[config.mk]
export PLATFORM = sky130hd
export DESIGN_NAME = tc_chan
export DESIGN_NICKNAME = d
export VERILOG_FILES = /design/src/rtl/tc_chan.sv
export SDC_FILE = /design/constraint.sdc
export NUM_CORES = 1
export LEC_CHECK = 0
export ABC_AREA = 1
export CAP_MARGIN = 20
export CORE_MARGIN = 10
export CORE_UTILIZATION = 35
export CTS_CLUSTER_DIAMETER = 30
export DETAILED_ROUTE_END_ITERATION = 10
export GPL_TIMING_DRIVEN = 0
export SKIP_LAST_GASP = 1
export SLEW_MARGIN = 0
export SYNTH_ARGS = -nofsm -noshare
export SYNTH_HDL_FRONTEND = slang
export SYNTH_SLANG_ARGS = --single-unit
[constraint.sdc]
create_clock -name clk -period 4.1 [get_ports clk]
set_input_delay 0.82 -clock clk [delete_from_list [all_inputs] [get_ports clk]]
set_output_delay 0.82 -clock clk [all_outputs]
set_load 0.02 [all_outputs]
[src/rtl/tc_chan.sv]
module tc_chan #(
  parameter int CW = 16,
  parameter int AW = 4,
  parameter int PW = 7,
  parameter int D0 = 1,
  parameter int D1 = 3,
  parameter int D2 = 5,
  parameter int D3 = 7
) (
  input  logic          clk,
  input  logic          rst_n,
  input  logic          slow_tick,
  input  logic          ext_clk,
  input  logic          ext_trig,
  input  logic          wr_en,
  input  logic          rd_en,
  input  logic [AW-1:0] addr,
  input  logic [CW-1:0] wdata,
  output logic [CW-1:0] rdata,
  output logic          wave_out,
  output logic          irq
);
  localparam int MW = 10;
  localparam int NF = 3;
  localparam logic [CW-1:0] CMAX = {CW{1'b1}};
  localparam logic [PW-1:0] M0 = PW'((1 << D0) - 1);
  localparam logic [PW-1:0] M1 = PW'((1 << D1) - 1);
  localparam logic [PW-1:0] M2 = PW'((1 << D2) - 1);
  localparam logic [PW-1:0] M3 = PW'((1 << D3) - 1);
  localparam logic [AW-1:0] A_CMD  = AW'(0);
  localparam logic [AW-1:0] A_MODE = AW'(1);
  localparam logic [AW-1:0] A_RA   = AW'(2);
  localparam logic [AW-1:0] A_RC   = AW'(3);
  localparam logic [AW-1:0] A_CNT  = AW'(4);
  localparam logic [AW-1:0] A_STS  = AW'(5);
  localparam logic [AW-1:0] A_IEN  = AW'(6);
  localparam logic [AW-1:0] A_IDIS = AW'(7);
  localparam logic [AW-1:0] A_MSK  = AW'(8);

  logic [CW-1:0] cnt, ra, rc;
  logic [MW-1:0] mode;
  logic [PW-1:0] pre;
  logic [NF-1:0] sts, imask;
  logic [2:0]    xs, ts;
  logic          clken, tick;

  logic wr_cmd, cmd_on, cmd_off, sw_trig, trig, run;
  logic ext_edge, trig_edge, rd_sr;
  logic auto_m, stop_m, ra_hit, rc_hit, ra_ev, rc_ev, ovf_ev;
  logic [1:0] ra_act, rc_act;

  assign wr_cmd    = wr_en && addr == A_CMD;
  assign cmd_on    = wr_cmd & wdata[0];
  assign cmd_off   = wr_cmd & wdata[1];
  assign sw_trig   = wr_cmd & wdata[2];
  assign ext_edge  = xs[1] & ~xs[2];
  assign trig_edge = ts[1] & ~ts[2];
  assign trig      = sw_trig | (mode[9] & trig_edge);
  assign auto_m    = mode[3];
  assign stop_m    = mode[4];
  assign ra_act    = mode[6:5];
  assign rc_act    = mode[8:7];
  assign rd_sr     = rd_en && addr == A_STS;

  always_comb begin
    case (mode[2:0])
      3'd0:    tick = (pre & M0) == M0;
      3'd1:    tick = (pre & M1) == M1;
      3'd2:    tick = (pre & M2) == M2;
      3'd3:    tick = (pre & M3) == M3;
      3'd4:    tick = slow_tick;
      3'd5:    tick = ext_edge;
      default: tick = 1'b1;
    endcase
  end

  assign run    = clken & tick & ~trig;
  assign ra_hit = cnt == ra;
  assign rc_hit = cnt == rc;
  assign ra_ev  = run & ra_hit;
  assign rc_ev  = run & rc_hit;
  assign ovf_ev = run & (cnt == CMAX) & ~(auto_m & rc_hit);
  assign irq    = |(sts & imask);

  function automatic logic act(input logic [1:0] a, input logic w);
    case (a)
      2'd1:    act = 1'b1;
      2'd2:    act = 1'b0;
      2'd3:    act = ~w;
      default: act = w;
    endcase
  endfunction

  always_ff @(posedge clk or negedge rst_n) begin
    if (!rst_n) begin
      xs <= '0;
      ts <= '0;
      pre <= '0;
    end else begin
      xs <= {xs[1:0], ext_clk};
      ts <= {ts[1:0], ext_trig};
      pre <= trig ? '0 : pre + 1'b1;
    end
  end

  always_ff @(posedge clk or negedge rst_n) begin
    if (!rst_n) begin
      cnt <= '0;
      clken <= 1'b0;
      wave_out <= 1'b0;
    end else begin
      if (trig) cnt <= '0;
      else if (run) cnt <= (auto_m && rc_hit) ? '0 : cnt + 1'b1;

      if (cmd_off) clken <= 1'b0;
      else if (cmd_on) clken <= 1'b1;
      else if (rc_ev && stop_m) clken <= 1'b0;

      if (rc_ev && rc_act != 2'd0) wave_out <= act(rc_act, wave_out);
      else if (ra_ev) wave_out <= act(ra_act, wave_out);
    end
  end

  always_ff @(posedge clk or negedge rst_n) begin
    if (!rst_n) begin
      mode <= '0;
      ra <= '0;
      rc <= '0;
      imask <= '0;
      sts <= '0;
      rdata <= '0;
    end else begin
      if (wr_en) begin
        case (addr)
          A_MODE:  mode <= wdata[MW-1:0];
          A_RA:    ra <= wdata;
          A_RC:    rc <= wdata;
          A_IEN:   imask <= imask | wdata[NF-1:0];
          A_IDIS:  imask <= imask & ~wdata[NF-1:0];
          default: ;
        endcase
      end
      sts <= (rd_sr ? '0 : sts) | {ovf_ev, rc_ev, ra_ev};
      if (rd_en) begin
        case (addr)
          A_MODE:  rdata <= CW'(mode);
          A_RA:    rdata <= ra;
          A_RC:    rdata <= rc;
          A_CNT:   rdata <= cnt;
          A_STS:   rdata <= CW'(sts);
          A_MSK:   rdata <= CW'(imask);
          default: rdata <= '0;
        endcase
      end
    end
  end
endmodule

==> results of run 1 <==
sequential cells by signal, summed over array words and instances, names as in the netlist, named ones only:
name / flops
sts: 3
ts: 3
ra: 16
xs: 3
wave_out: 1
clken: 1
cnt: 16
rdata: 16
mode: 10
pre: 7
rc: 16
final timing paths:
path                            startpoint   endpoint  slack (ns)  cells past startpoint
worst min-delay path                 xs[0]      xs[1]        0.35                      0
worst max-delay path               addr[0]     ra[13]        1.67                      8
min in group asynchronous            rst_n     pre[3]        0.47                      1
worst max register to register      pre[0]     sts[2]        1.93                     16
max in group asynchronous            rst_n  rdata[14]        2.98                      2
worst min register to register       xs[0]      xs[1]        0.35                      0
placed cells by master, fill, tap and decap left out, types with 4 or more instances in the layout:
cell	n
a21oi_1	6
a31oi_1	4
buf_2	4
buf_4	4
clkbuf_1	14
clkbuf_16	9
clkdlybuf4s50_1	43
dfrtp_1	95
ha_1	6
inv_1	64
nand2_1	168
nand3_1	19
nand4_1	5
nor2_1	43
nor2_2	10
o2111ai_1	6
o21ai_0	63
o21ai_1	8
o22ai_1	13
xnor2_1	4
xor2_1	33
stage by stage:
stage | cells | util, % | setup TNS (ns)
finish | 837 | 42.4 | 0
global route | 837 | 42.4 | 0
CTS | 837 | 42.4 | 0
detailed placement | 824 | 40.6 | 0
global placement | 823 | 40.4 | -117.84
floorplan | 599 | - | 0
synth_stat cells:
cell / n
a31oi_4: 1
nor3_1: 2
nand4_1: 5
nor4_1: 3
o21ai_1: 8
nand3_4: 1
clkbuf_1: 12
ha_1: 6
inv_4: 1
nand2_2: 3
mux2i_1: 3
nor2_4: 2
o2111ai_1: 6
inv_1: 64
nand2_1: 168
a221oi_1: 2
o22ai_1: 13
xor2_1: 33
o21ai_0: 63
buf_4: 3
nor3_2: 1
xnor2_1: 4
clkinv_1: 2
nand3_2: 3
buf_1: 1
a21oi_1: 6
inv_2: 2
nand2_4: 1
or2_2: 1
a211oi_1: 3
buf_2: 4
dfrtp_1: 95
nor2_2: 10
o221ai_1: 1
nor2_1: 43
nand3_1: 19
a31oi_1: 4
area by class of cell:
type	count	area share [%]
sequential	95	40.7
multi-input combinational	415	37.1
timing repair buffer	45	7.96
inverter	69	4.47
clock buffer	12	4.22
tap	180	3.85
buffer	20	1.56
clock inverter	1	0.128
routing by layer:
metal  global-route usage, %  routed length, microns  vias up
met2                    21.3                    5940      112
met5                       0                       0        -
met4                    5.99                     259        0
li1                        -                       -     2058
met3                    2.26                     639       17
met1                    17.3                    5910     1924
critical path: stages:
cell and delay [ns]:
clkdlybuf4s50_1 0.62, nor2_1 0.08, nand2_1 0.06, clkinv_1 0.25, nand2_1 0.25, clkbuf_1 0.41
nand2_1 0.10, o21ai_0 0.11
logic make-up (layout without fill, tap and decap cells):
family / Yosys count / in the layout / synth area share, %
AND/OR/NAND/NOR: 262 / 262 / 23.0
AO/OA/AOI/OAI: 107 / 107 / 12.5
flip-flops: 95 / 95 / 48.5
buffers and inverters: 89 / 147 / 7.20
XOR/XNOR: 37 / 37 / 6.61
adder cells (fa/ha/maj): 6 / 6 / 1.53
multiplexers: 3 / 3 / 0.613
power by group through the flow:
stage | combinational, mW | sequential [mW] | clock (mW)
floorplan | 0.611 | 1.34 | 0
global placement | 0.833 | 1.38 | 0
detailed placement | 0.857 | 1.39 | 0
CTS | 0.864 | 1.38 | 0.763
global route | 0.975 | 1.41 | 0.805
finish | 0.858 | 1.38 | 0.751
==> reports/metrics.cfg, run 1 <==
[min_path]
hold_path_class = flip-flop to flip-flop

[job]
cap_violations = 0

[layout]
finalInstanceArea_sq_um = 5840
syn_to_final_growth_pct = 19.3
seqCellArea_sq_um = 2380
fillerInstances = 1424
n_antenna_cell = 0
multi_input_area_sq_um = 2170
drive_gt1_share_pct = 7.00
finalNetCount = 688

[setup_path]
setup.worst_path.end_class = flip-flop
cp.arrival_ns = 2.69
start_kind = input pin
required_ns = 4.36
cp_max_fo = 10
critPathKind = input pin to flip-flop

[clock_network]
insertion_delay_ns = 0.35
hold_buffers = 0
cts_buffers = 9
cts_buffer_depth = 2
post_cts_resize_count = 0
clockRootBuffer = clkbuf_16
post-cts-setup-buffers = 0
clkSlewWorstSetupHoldPaths_ns = 0.06
numClockSinks = 95
cts_max_level = 3
cts_tree = yes

[routing]
finalWirelength_mm = 12.7
via_per_inst = 4.91
drtIter0Drc = 346
routedWlPerCell_microns = 15.2
vias = 4111
drtAntennaViolNets = 0
route.detailed.drc = 0
first_pass_iters = 5

[global_routing]
overflow = 0
grt_max_degree = 54
grt_usage_pct = 13.4
grt_pass1_wl_mm = 20.9
grt_pass1_vias = 4028
antenna_found_initial = 0

[sta]
slew_violations = 0
hold_viol_final = 0
tightest_slew_ns = 0.595
clock_skew_ns = 0.00640
clock.fmax_mhz = 412
slew_headroom_pct = 60.4
setup_ws_ns = 1.67
whs_ns = 0.347
setup_viol = 0
rsz0062_at_grt = false
min_period_ns = 2.43
period_share_pct = 59.2

[power_and_ir_drop]
comb_power_share_pct = 28.7
p_clk_share_pct = 25.1
ir_drop_uv = 214
pwr-share-seq_pct = 46.2
total_power_mw = 2.99
p_leak_nw = 2.76
swShare_pct = 36.1
p_int_mw = 1.91
p_per_area_nw_per_um2 = 512
p_sw_mw = 1.08

[synth]
synth.top_cell.area_share_pct = 48.5
synth.area.top_cells = dfrtp_1, nand2_1, o21ai_0
synth_seq_cells = 95
synthesis.nets = 632
synth_cell_type_count = 37
syn_area_sq_um = 4900
yosysWarningCount = 0
synth_cells = 599
syn_area_per_cell_sq_um = 8.18
ys_seq_area_share_pct = 48.5
synth_top_cell_by_area = dfrtp_1

[floorplanning]
row_count = 43
fp.dieW_microns = 138
coreArea_sq_um = 13800
start_util_pct = 35.6
die_y_microns = 138
num_io_pins = 45
dieArea_sq_um = 19100

[status]
outcome = finished, final reports clean

[placed_design]
placed_area_sq_um = 5590
place_ws_ns = 1.28
hpwl_mm = 9.98
gp_congestion = 0.894
port_buffers = 44

(Power assumes the default switching activity.)
==> run 2: changes to the inputs <==
==> constraint.sdc (replaced) <==
create_clock -name clk -period 1.96 [get_ports clk]
set_input_delay 0.392 -clock clk [delete_from_list [all_inputs] [get_ports clk]]
set_output_delay 0.392 -clock clk [all_outputs]
set_load 0.02 [all_outputs]
==> reports/metrics.cfg, run 2 (synthesized netlist as in run 1, its figures left out) <==
[clock_network]
numClockSinks = 95
cts_max_level = 3
cts_tree = yes
insertion_delay_ns = 0.35
cts_buffer_depth = 2
clockRootBuffer = clkbuf_16
hold_buffers = 0
cts_buffers = 9
clkSlewWorstSetupHoldPaths_ns = 0.06

[setup_path]
crit_top_cell = nand2_1
cp.arrival_ns = 2.22
reg2reg_from = pre[1]
r2r_setup_slack_ns = -0.02
start_kind = flip-flop
path_depth = 17
slowest_stage = dfrtp_1
max_stage_delay_ns = 0.36
rr_worst_depth = 17
critical_path.endpoint = wave_out
critPathBufInv = 2
r2r_end = wave_out
cp_max_fo = 4
setup.worst_path.end_class = flip-flop
crit_family = simple AND/OR/NAND/NOR gates
path_cells = ha_2 > nand2_2 > nor2_2 > ha_2 > nand2_1 > nand2_1 > nand2_1 > nand2_1 > inv_1 > nand2_2 > nand3_4 > nor2_4 > nand2_2 > nand2_1 > nand3_1 > nand2_1 > inv_1
startpoint = pre[1]
critPathKind = flip-flop to flip-flop
required_ns = 2.20

[layout]
final_common_cell = nand2_1
finalInstanceArea_sq_um = 6020
syn_to_final_growth_pct = 22.9
finalNetCount = 701
fin_util_pct = 43.7
n_antenna_cell = 0
finalNonFillerCells = 850
mostFrequentLayoutCells = nand2_1, dfrtp_1, inv_1, o21ai_0, clkdlybuf4s50_1
drive_gt1_share_pct = 11.6

[floorplanning]
fp.dieW_microns = 138
coreArea_sq_um = 13800
row_count = 43
num_io_pins = 45
die_y_microns = 138
dieArea_sq_um = 19100
start_util_pct = 35.6

[routing]
first_pass_iters = 5
routedWlPerCell_microns = 15.4
vias = 4170
via_per_inst = 4.91
drtAntennaViolNets = 0
drtIter0Drc = 387
finalWirelength_mm = 13.1
route.detailed.drc = 0

[placed_design]
port_buffers = 44
gp_congestion = 0.894
dp_cells = 824
placed_area_sq_um = 5590
hpwl_mm = 9.98

[sta]
slew_headroom_pct = 60.9
hold_viol_final = 0
clock_skew_ns = 0.00428
setup_viol = 4
clock.fmax_mhz = 505
setup_ws_ns = -0.0211
period_share_pct = 101
rsz0062_at_grt = true
tightest_slew_ns = 0.586
setup_tns_ns = -0.0328
slew_violations = 0
min_period_ns = 1.98

[global_routing]
grt_usage_pct = 13.4
grt_max_degree = 54
grt_pass1_wl_mm = 21.0
antenna_found_initial = 0
grt_pass1_vias = 4037
overflow = 0

[status]
outcome = complete, but fails checks
failed_checks = negative setup slack

[power_and_ir_drop]
p_per_area_nw_per_um2 = 1070
ir_drop_uv = 445
p_leak_nw = 2.85

[min_path]
hold_path_class = input pin to async pin

[job]
cap_violations = 0

run 2: layout make-up:
cell class,count,area [sq um]
Buffer,20,105
Clock buffer,12,246
Clock inverter,1,7.51
Fill cell,1410,7750
Inverter,69,272
Multi-Input combinational cell,415,2220
Sequential cell,95,2380
Tap cell,180,225
Timing Repair Buffer,57,554
Timing Repair inverter,1,6.26
run 2: how the worst min path moves through the flow:
stage               start   endpoint  slack, ns  cells after the start
floorplan           rst_n  async pin        0.1                      0
detailed placement  ts[0]      ts[1]       0.33                      0
global placement    ts[0]      ts[1]       0.33                      0
CTS                 rst_n     pre[3]       0.06                      1
finish              rst_n     pre[3]       0.03                      1
global route        rst_n     pre[3]       0.08                      1
run 2: metal layers:
metal / routed length [microns] / global-route usage, % / part of all wire, %
met2: 6210 / 21.4 / 47
met5: 0 / 0 / 0
met1: 5990 / 17.4 / 46
met4: 280 / 5.99 / 2.1
met3: 642 / 2.26 / 4.9
run 2: timing repair:
action                     4_1_cts  5_1_grt
setup buffers                    6        6
pin swaps                        2        4
setup endpoints to repair       29       47
resized for setup               11       23
gates cloned                     0        1
run 2: per-stage QoR:
step           total power [mW]  setup slack [ns]  hold WS, ns
3_5_place_dp               4.70            -0.436        0.335
5_1_grt                    6.86            -0.200       0.0848
6_report                   6.45           -0.0211       0.0344
2_1_floorplan              4.08             0.174       0.0964
4_1_cts                    6.34           -0.0174       0.0633
3_3_place_gp               4.63             -2.96        0.333
run 2: power breakdown:
part           switching [mW]  total, mW  internal (mW)
logic                    1.14       1.99          0.850
registers               0.482       2.88           2.40
clock network           0.699       1.57          0.874
run 2: worst reg2reg max path: stages, from the launching register on:
cell and delay (ns):
dfrtp_1 0.36, ha_2 0.19, nand2_2 0.06, nor2_2 0.10, ha_2 0.17, nand2_1 0.05
nand2_1 0.06, nand2_1 0.05, nand2_1 0.06, inv_1 0.05, nand2_2 0.10, nand3_4 0.12
nor2_4 0.20, nand2_2 0.08, nand2_1 0.06, nand3_1 0.07, nand2_1 0.06, inv_1 0.04
==> run 3: changes to the inputs <==
--- a/config.mk
+++ b/config.mk
@@ -8,10 +8,11 @@
 export ABC_AREA = 1
 export CAP_MARGIN = 20
 export CORE_MARGIN = 10
-export CORE_UTILIZATION = 35
+export CORE_UTILIZATION = 52
 export CTS_CLUSTER_DIAMETER = 30
 export DETAILED_ROUTE_END_ITERATION = 10
 export GPL_TIMING_DRIVEN = 0
+export PLACE_DENSITY = 0.76
 export SKIP_LAST_GASP = 1
 export SLEW_MARGIN = 0
 export SYNTH_ARGS = -nofsm -noshare
==> constraint.sdc (replaced) <==
create_clock -name clk -period 1.96 [get_ports clk]
set_input_delay 0.196 -clock clk [delete_from_list [all_inputs] [get_ports clk]]
set_output_delay 0.196 -clock clk [all_outputs]
set_load 0.02 [all_outputs]
==> reports/metrics.cfg, run 3 (synthesized netlist as in run 1, its figures left out) <==
[status]
outcome = complete, but fails checks
failed_checks = negative setup slack

[floorplanning]
coreArea_sq_um = 9200
num_io_pins = 45
die_y_microns = 117
dieArea_sq_um = 13700
row_count = 35
start_util_pct = 53.3
fp.dieW_microns = 117

[layout]
drive_gt1_share_pct = 10.6
finalNetCount = 696
syn_to_final_growth_pct = 19.2
final_common_cell = nand2_1
mostFrequentLayoutCells = nand2_1, dfrtp_1, inv_1, o21ai_0, clkdlybuf4s50_1
n_antenna_cell = 0

[routing]
route.detailed.drc = 0
via_per_inst = 5.42
first_pass_iters = 5
drtIter0Drc = 288
drtAntennaViolNets = 0
routedWlPerCell_microns = 16.8
vias = 4226
finalWirelength_mm = 13.1

[sta]
clock_skew_ns = 0.0134
setup_viol = 1
period_share_pct = 100
setup_ws_ns = -0.00731
slew_headroom_pct = 65.1
clock.fmax_mhz = 508
min_period_ns = 1.97
slew_violations = 0
tightest_slew_ns = 0.524
hold_viol_final = 0
rsz0062_at_grt = true

[setup_path]
max_stage_delay_ns = 0.41
critPathBufInv = 2
cp.arrival_ns = 2.26
setup.worst_path.end_class = flip-flop
critPathKind = flip-flop to flip-flop
required_ns = 2.25
crit_family = simple AND/OR/NAND/NOR gates
cp_max_fo = 10
path_cells = ha_2 > buf_4 > ha_1 > nand4_1 > nand2_1 > nor2_1 > nand2_2 > nand2_1 > nand2_2 > buf_6 > o21ai_0
slowest_stage = dfrtp_1
start_kind = flip-flop

[power_and_ir_drop]
p_leak_nw = 2.79
p_per_area_nw_per_um2 = 1050
total_power_mw = 6.12
ir_drop_uv = 573

[clock_network]
insertion_delay_ns = 0.38
cts_buffer_depth = 2
numClockSinks = 95
clkSlewWorstSetupHoldPaths_ns = 0.11
cts_max_level = 3
clockRootBuffer = clkbuf_8
cts_tree = yes
cts_buffers = 9

[global_routing]
overflow = 0
grt_pass1_wl_mm = 21.1
grt_usage_pct = 19.8
grt_max_degree = 68
antenna_found_initial = 0
grt_pass1_vias = 4222

[placed_design]
gp_congestion = 0.896
port_buffers = 44
hpwl_mm = 9.90
place_ws_ns = -0.225

[job]
cap_violations = 0

[min_path]
hold_path_class = input pin to flip-flop

## run 3: layer usage
metal  track usage, %  vias to the layer above  share of wire, %
met5                0                        -                 0
met3             3.16                       15               6.6
li1                 -                     2055                 -
met1             27.0                     2001                45
met4             6.01                        0               1.4
met2             31.7                      155                47
## run 3: final cells by class
type / count / area (sq um)
clock inverter: 7 / 67.6
buffer: 20 / 97.6
fill: 832 / 3350
sequential: 95 / 2380
timing repair buffer: 53 / 541
multi-input combinational: 415 / 2230
inverter: 69 / 267
clock buffer: 9 / 124
tap: 111 / 139
## run 3: timing repair
action / in CTS / in global routing
endpoints found under the hold margin: 28 / 0
resized for setup: 15 / 5
setup endpoints to repair: 19 / 20
hold buffers: 1 / 0
setup buffers: 5 / 2
pin swaps: 3 / 4
## run 3: final timing paths
| kind | startpoint | end | slack [ns] | depth (start not counted) |
|---|---|---|---|---|
| min in group asynchronous | rst_n | rdata[2] | 0.27 | 2 |
| max in group asynchronous | rst_n | cnt[10] | 1.03 | 3 |
| hold reg to reg | ts[0] | ts[1] | 0.37 | 0 |
| hold / removal | ext_trig | ts[0] | 0.24 | 1 |
| setup reg to reg | pre[0] | cnt[10] | -0.007 | 11 |
| setup / recovery | pre[0] | cnt[10] | -0.007 | 11 |
## run 3: power breakdown
part	switching, mW	total, mW	internal, mW	leakage (nW)
Clock	0.764	1.25	0.489	0.0984
Combinational	1.12	1.95	0.835	1.47
Sequential	0.522	2.91	2.39	1.22
## run 3: stage by stage
step | setup TNS, ns | utilization [%] | area [sq um] | hold WS [ns] | instances
floorplan | 0 | - | 4900 | -0.0996 | 599
global placement | -258.82 | 59.6 | 5480 | 0.332 | 754
detailed placement | -7.60 | 59.9 | 5500 | 0.147 | 755
CTS | 0 | 63.1 | 5810 | 0.243 | 777
global route | -1.79 | 63.5 | 5840 | 0.238 | 779
finish | -0.00731 | 63.5 | 5840 | 0.241 | 779
